`config.mk`:
```
export PLATFORM = sky130hd
export DESIGN_NAME = sfp_wprot
export DESIGN_NICKNAME = d
export VERILOG_FILES = /design/src/rtl/sfp_pkg.sv /design/src/rtl/sfp_status_reg.sv /design/src/rtl/sfp_range_chk.sv /design/src/rtl/sfp_req_resp.sv /design/src/rtl/sfp_wprot.sv
export SDC_FILE = /design/constraint.sdc
export NUM_CORES = 1
export LEC_CHECK = 0
export BUFFER_PORTS_ARGS = -buffer_cell sky130_fd_sc_hd__buf_2
export CORE_AREA = 2 2 81 64
export DETAILED_ROUTE_END_ITERATION = 8
export DIE_AREA = 0 0 83 66
export PLACE_DENSITY_LB_ADDON = 0.1
export SETUP_SLACK_MARGIN = 0.1
export SYNTH_ARGS = -nofsm -noshare
export SYNTH_HDL_FRONTEND = slang
export SYNTH_SLANG_ARGS = --single-unit
```
`constraint.sdc`:
```
create_clock -name clk -period 5.3 [get_ports clk]
set_input_delay 0.795 -clock clk [delete_from_list [all_inputs] [get_ports clk]]
set_output_delay 0.795 -clock clk [all_outputs]
set_load 0.02 [all_outputs]
```
`src/rtl/sfp_pkg.sv`:
```
package sfp_pkg;

  typedef struct packed {
    logic       lock;
    logic       qe;
    logic [3:0] code;
    logic       susp;
  } sfp_fields_t;

  // Does protect code 'code' cover block 'blk' of an array of 2**blk_w blocks?
  function automatic logic blk_protected(input logic [3:0] code,
                                         input int unsigned blk,
                                         input int unsigned blk_w);
    int unsigned nblk;
    int unsigned span;
    logic        r;
    nblk = 32'd1 << blk_w;
    r    = 1'b0;
    case (code)
      4'd0:                r = 1'b0;
      4'd7, 4'd8, 4'd15:   r = 1'b1;
      4'd1, 4'd2, 4'd3, 4'd4, 4'd5, 4'd6: begin
        span = nblk >> (7 - int'(code));
        r    = (blk >= nblk - span);
      end
      default: begin
        span = nblk >> (int'(code) - 8);
        r    = (blk < nblk - span);
      end
    endcase
    return r;
  endfunction

  function automatic logic [7:0] pack_status(input sfp_fields_t f);
    return {f.lock, f.qe, f.code, f.susp, 1'b0};
  endfunction

endpackage

```
`src/rtl/sfp_status_reg.sv`:
```
module sfp_status_reg
  import sfp_pkg::*;
(
  input  logic        clk,
  input  logic        rst_n,
  input  logic        wrsr_stb,
  input  logic [7:0]  wrsr_data,
  input  logic        susp_stb,
  input  logic        resm_stb,
  input  logic        wp_pin,
  output sfp_fields_t fields,
  output logic        frozen
);

  logic wp_eff_high;

  // Quad mode lends the pin to data, so it counts as high.
  assign wp_eff_high = wp_pin | fields.qe;
  assign frozen      = fields.lock & ~wp_eff_high;

  always_ff @(posedge clk or negedge rst_n) begin
    if (!rst_n) begin
      fields <= '0;
    end else begin
      if (wrsr_stb) begin
        fields.qe <= wrsr_data[6];
        if (!frozen) begin
          fields.lock <= wrsr_data[7];
          fields.code <= wrsr_data[5:2];
        end
      end
      if (resm_stb)      fields.susp <= 1'b0;
      else if (susp_stb) fields.susp <= 1'b1;
    end
  end

endmodule

```
`src/rtl/sfp_range_chk.sv`:
```
module sfp_range_chk
  import sfp_pkg::*;
#(
  parameter int ADDR_W   = 22,
  parameter int BLOCK_AW = 16
) (
  input  logic [3:0]        code,
  input  logic [ADDR_W-1:0] addr,
  output logic              hit,
  output logic              code_zero
);

  localparam int BLK_W = ADDR_W - BLOCK_AW;
  localparam int NBLK  = 1 << BLK_W;

  logic [NBLK-1:0]  prot_mask;
  logic [BLK_W-1:0] blk_idx;

  assign blk_idx = addr[ADDR_W-1:BLOCK_AW];

  for (genvar b = 0; b < NBLK; b++) begin : g_blk
    assign prot_mask[b] = blk_protected(code, b, BLK_W);
  end

  assign hit       = prot_mask[blk_idx];
  assign code_zero = (code == 4'd0);

endmodule

```
`src/rtl/sfp_req_resp.sv`:
```
module sfp_req_resp (
  input  logic clk,
  input  logic rst_n,
  input  logic prog_stb,
  input  logic serase_stb,
  input  logic cerase_stb,
  input  logic hit,
  input  logic code_zero,
  output logic req_any,
  output logic allow,
  output logic grant,
  output logic prot_err
);

  assign req_any = prog_stb | serase_stb | cerase_stb;
  // Chip erase rule takes precedence when strobes overlap.
  assign allow   = cerase_stb ? code_zero : ~hit;

  always_ff @(posedge clk or negedge rst_n) begin
    if (!rst_n) begin
      grant    <= 1'b0;
      prot_err <= 1'b0;
    end else begin
      grant    <= req_any & allow;
      prot_err <= req_any & ~allow;
    end
  end

endmodule

```
`src/rtl/sfp_wprot.sv`:
```
module sfp_wprot
  import sfp_pkg::*;
#(
  parameter int ADDR_W   = 22,
  parameter int BLOCK_AW = 16
) (
  input  logic              clk,
  input  logic              rst_n,
  input  logic              wrsr_stb,
  input  logic [7:0]        wrsr_data,
  input  logic              prog_stb,
  input  logic              serase_stb,
  input  logic              cerase_stb,
  input  logic              susp_stb,
  input  logic              resm_stb,
  input  logic [ADDR_W-1:0] addr,
  input  logic              wp_pin,
  output logic              grant,
  output logic              prot_err,
  output logic [7:0]        status
);

  sfp_fields_t fields;
  logic        bp_frozen;
  logic        range_hit;
  logic        code_zero;
  logic        req_any;
  logic        req_allow;

  sfp_status_reg u_sreg (
    .clk       (clk),
    .rst_n     (rst_n),
    .wrsr_stb  (wrsr_stb),
    .wrsr_data (wrsr_data),
    .susp_stb  (susp_stb),
    .resm_stb  (resm_stb),
    .wp_pin    (wp_pin),
    .fields    (fields),
    .frozen    (bp_frozen)
  );

  sfp_range_chk #(.ADDR_W(ADDR_W), .BLOCK_AW(BLOCK_AW)) u_range (
    .code      (fields.code),
    .addr      (addr),
    .hit       (range_hit),
    .code_zero (code_zero)
  );

  sfp_req_resp u_resp (
    .clk        (clk),
    .rst_n      (rst_n),
    .prog_stb   (prog_stb),
    .serase_stb (serase_stb),
    .cerase_stb (cerase_stb),
    .hit        (range_hit),
    .code_zero  (code_zero),
    .req_any    (req_any),
    .allow      (req_allow),
    .grant      (grant),
    .prot_err   (prot_err)
  );

  assign status = pack_status(fields);

endmodule

```
==> out/qor.yml <==
ctsHoldBuffers: 0
startpoint_type: "flip-flop"
synth_seq_area_share_pct: 11.1
finalCritPeriodShare_pct: 76.3
htreeDepth: 1
insertedDiodeCount: 0
overflow: 0
path_clk_slew_ns: 0.05
synth_warnings: 0
clock-sinks: 9
r2r-end: "u_resp.prot_err"
antenna_found_initial: 0
wl_per_cell_um: 18.5
crit_path_cell_trace: "inv_2, nand3_1, ha_1, o21ai_0, ha_1, nand2b_1, nand2_1, o21ai_0, or2_2, o211ai_1, nor4_1, o22ai_2, a22o_1"
grt_pass1_vias: 2157
syn_avg_cell_area_sq_um: 6.89
utilization_pct: 46.7
cts_tree: "built"
place.gp.congestion: 1.03
setup_viol: 0
worst-path-max-fanout: 18
grt_first_pass_wirelength_mm: 11.1
rsz0062_at_grt: "no"
hold_viol: 0
syn2layout_area_growth_pct: 8.40
synthArstFlopShare_pct: 100
cts_resized: 0
wirelength_mm: 6.79
ys_seq_elements: 9
ir_drop_mv: 0.202
hp-class: "input port to async pin"
syn_nets: 341
grt_max_degree: 26
clock_latency_ns: 0.23
drt_iter0_drc: 325
drt_first_pass_iters: 5
numCtsBuffers: 3
period_minus_slack_ns: 4.05
synth_edf_count: 0
ant_nets: 0
worstPathArrival_ns: 4.16
required_ns: 5.41
grtUsageTotal_pct: 25.0
worst_slew_pin_slew_ns: 0.955
pwr_density_cell_nw_per_um2: 245
cp-end-kind: "flip-flop"
nets: 356
relSlewSlack_pct: 34.7
r2r-start: "u_sreg.fields[3]"
clockBufferDepth: 2
ys.flop_type: "dfrtp_1"
die_area_sq_um: 5480
finalMaxSlewViolations: 0
dr_total_vias: 2407
die_w_um: 83
coreArea_sq_um: 4710
synth_cell_types: 70
drc: 0
slowest_delay_ns: 0.68
status: "finished clean"
initial_utilization_pct: 43.1
tns_ns: 0
fill_cells: 482
drive_above_1_share_pct: 19.2
cts_root_buffer: "clkbuf_8"
std_cell_rows: 22
syn_inst: 294
dp_hpwl_mm: 5.23
cap_violations: 0
postCtsSetupRepairBufs: 0
power_leakage_nw: 0.895
cp_slowest_cell: "dfrtp_1"
die_y_um: 66
io_buffers: 29
io_pins: 49
rrSetupSlack_ns: 1.25
ff2ff_path_depth: 13
power_mw: 0.537
timing.fmax_mhz: 247
vias_per_cell: 6.54
finClkSkew_ns: 0.00435
path_class: "flip-flop to flip-flop"
hold_ws_ns: 0.407
synthesis.area_sq_um: 2030
[final cells by class]
type | count | area, sq um | share of cell area, %
Sequential cell | 9 | 225 | 10.3
Inverter | 16 | 60.1 | 2.73
Multi-Input combinational cell | 245 | 1610 | 73.2
Clock inverter | 1 | 5.00 | 0.228
Clock buffer | 3 | 41.3 | 1.88
Tap cell | 60 | 75.1 | 3.42
Timing Repair Buffer | 34 | 183 | 8.31
[layer usage]
| metal | vias to the layer above | GRT usage [%] | routed length (um) |
|---|---|---|---|
| met5 | - | 0 | 0 |
| met4 | 0 | 6.56 | 159 |
| met3 | 18 | 4.99 | 713 |
| met2 | 160 | 39.3 | 2920 |
| met1 | 1091 | 34.9 | 3000 |
| li1 | 1138 | - | - |
[through the flow]
stage               cell area [sq um]  worst slack (ns)  std cells
floorplan                        2030              1.27        294
global placement                 2150              1.33        364
detailed placement               2150              1.36        364
CTS                              2200              1.35        368
global route                     2200             0.951        368
finish                           2200              1.25        368
[where the power goes]
group          switching [mW]  internal, mW  leakage [nW]  total, mW
sequential             0.0194        0.0775         0.107     0.0969
clock                  0.0282        0.0513        0.0255     0.0796
combinational           0.234         0.127         0.763      0.361
[worst max-delay path by stage]
stage	slack [ns]	from	to
after floorplan	1.27	u_sreg.fields[4]	u_resp.prot_err
after global placement	1.33	u_sreg.fields[3]	u_resp.prot_err
after detailed placement	1.36	u_sreg.fields[3]	u_resp.prot_err
after CTS	1.35	u_sreg.fields[3]	u_resp.prot_err
after global routing	0.95	u_sreg.fields[3]	u_resp.grant
final	1.25	u_sreg.fields[3]	u_resp.prot_err
[cell families (layout without fill, tap and decap cells)]
group | after synthesis | in the layout | synth area share [%]
simple gates | 122 | 122 | 32.5
compound gates | 104 | 104 | 36.2
buf+inv | 40 | 54 | 9.57
flops | 9 | 9 | 11.1
fa+ha+maj | 8 | 8 | 4.94
mux | 7 | 7 | 3.83
xor+xnor | 3 | 3 | 1.67
other cells | 1 | 1 | 0.185
[layout by cell type, fill, tap and decap left out, drive strengths merged, types with 7 or more instances in the layout]
cell,n
o21ai,19
nor3,9
a21oi,20
nand2b,10
nor2,23
dfrtp,9
a31oi,7
nor2b,8
buf,34
ha,8
inv,16
nand3,11
a211oi,8
nand2,27
or3,8
[cell usage after synthesis, types with 2 or more instances]
master,instances,area share [%]
a2111oi_0,2,0.86
a211o_1,2,0.86
a211oi_1,8,3.0
a21oi_1,20,4.9
a221o_1,2,0.99
a311oi_1,2,0.86
a31oi_1,7,2.2
and2_1,4,1.2
and3_1,4,1.2
and3b_1,2,0.86
buf_2,4,0.99
buf_4,2,0.74
buf_6,4,2.2
clkbuf_1,13,2.4
dfrtp_1,9,11
ha_1,8,4.9
inv_1,14,2.6
inv_2,2,0.37
mux2_2,6,3.3
nand2_1,27,5.0
nand2b_1,10,3.1
nand3_1,10,2.5
nand3b_1,2,0.74
nor2_1,22,4.1
nor2b_1,8,2.5
nor3_1,9,2.2
nor3b_1,2,0.74
nor4_1,2,0.62
o2111ai_1,5,2.2
o211ai_1,6,2.2
o21a_1,2,0.74
o21ai_0,11,2.7
o21ai_1,8,2.0
o21bai_1,3,1.1
o221ai_1,3,1.3
o22ai_1,4,1.2
o311ai_0,2,0.86
o41ai_1,2,0.86
or2_2,4,1.2
or3_1,7,2.2
[critical path, delay by kind of cell, from the launching register on]
kind | cells | cell delay (ns)
adder cells (fa/ha/maj) | 2 | 0.88
buffers and inverters | 1 | 0.20
AO/OA/AOI/OAI | 5 | 1.05
flip-flops | 1 | 0.68
AND/OR/NAND/NOR | 5 | 1.11
[sequential cells by signal (all words and copies together) (netlist names)]
| name | count |
|---|---|
| u_sreg.fields | 7 |
| u_resp.grant | 1 |
| u_resp.prot_err | 1 |
Power figures use the tool's default switching activity.
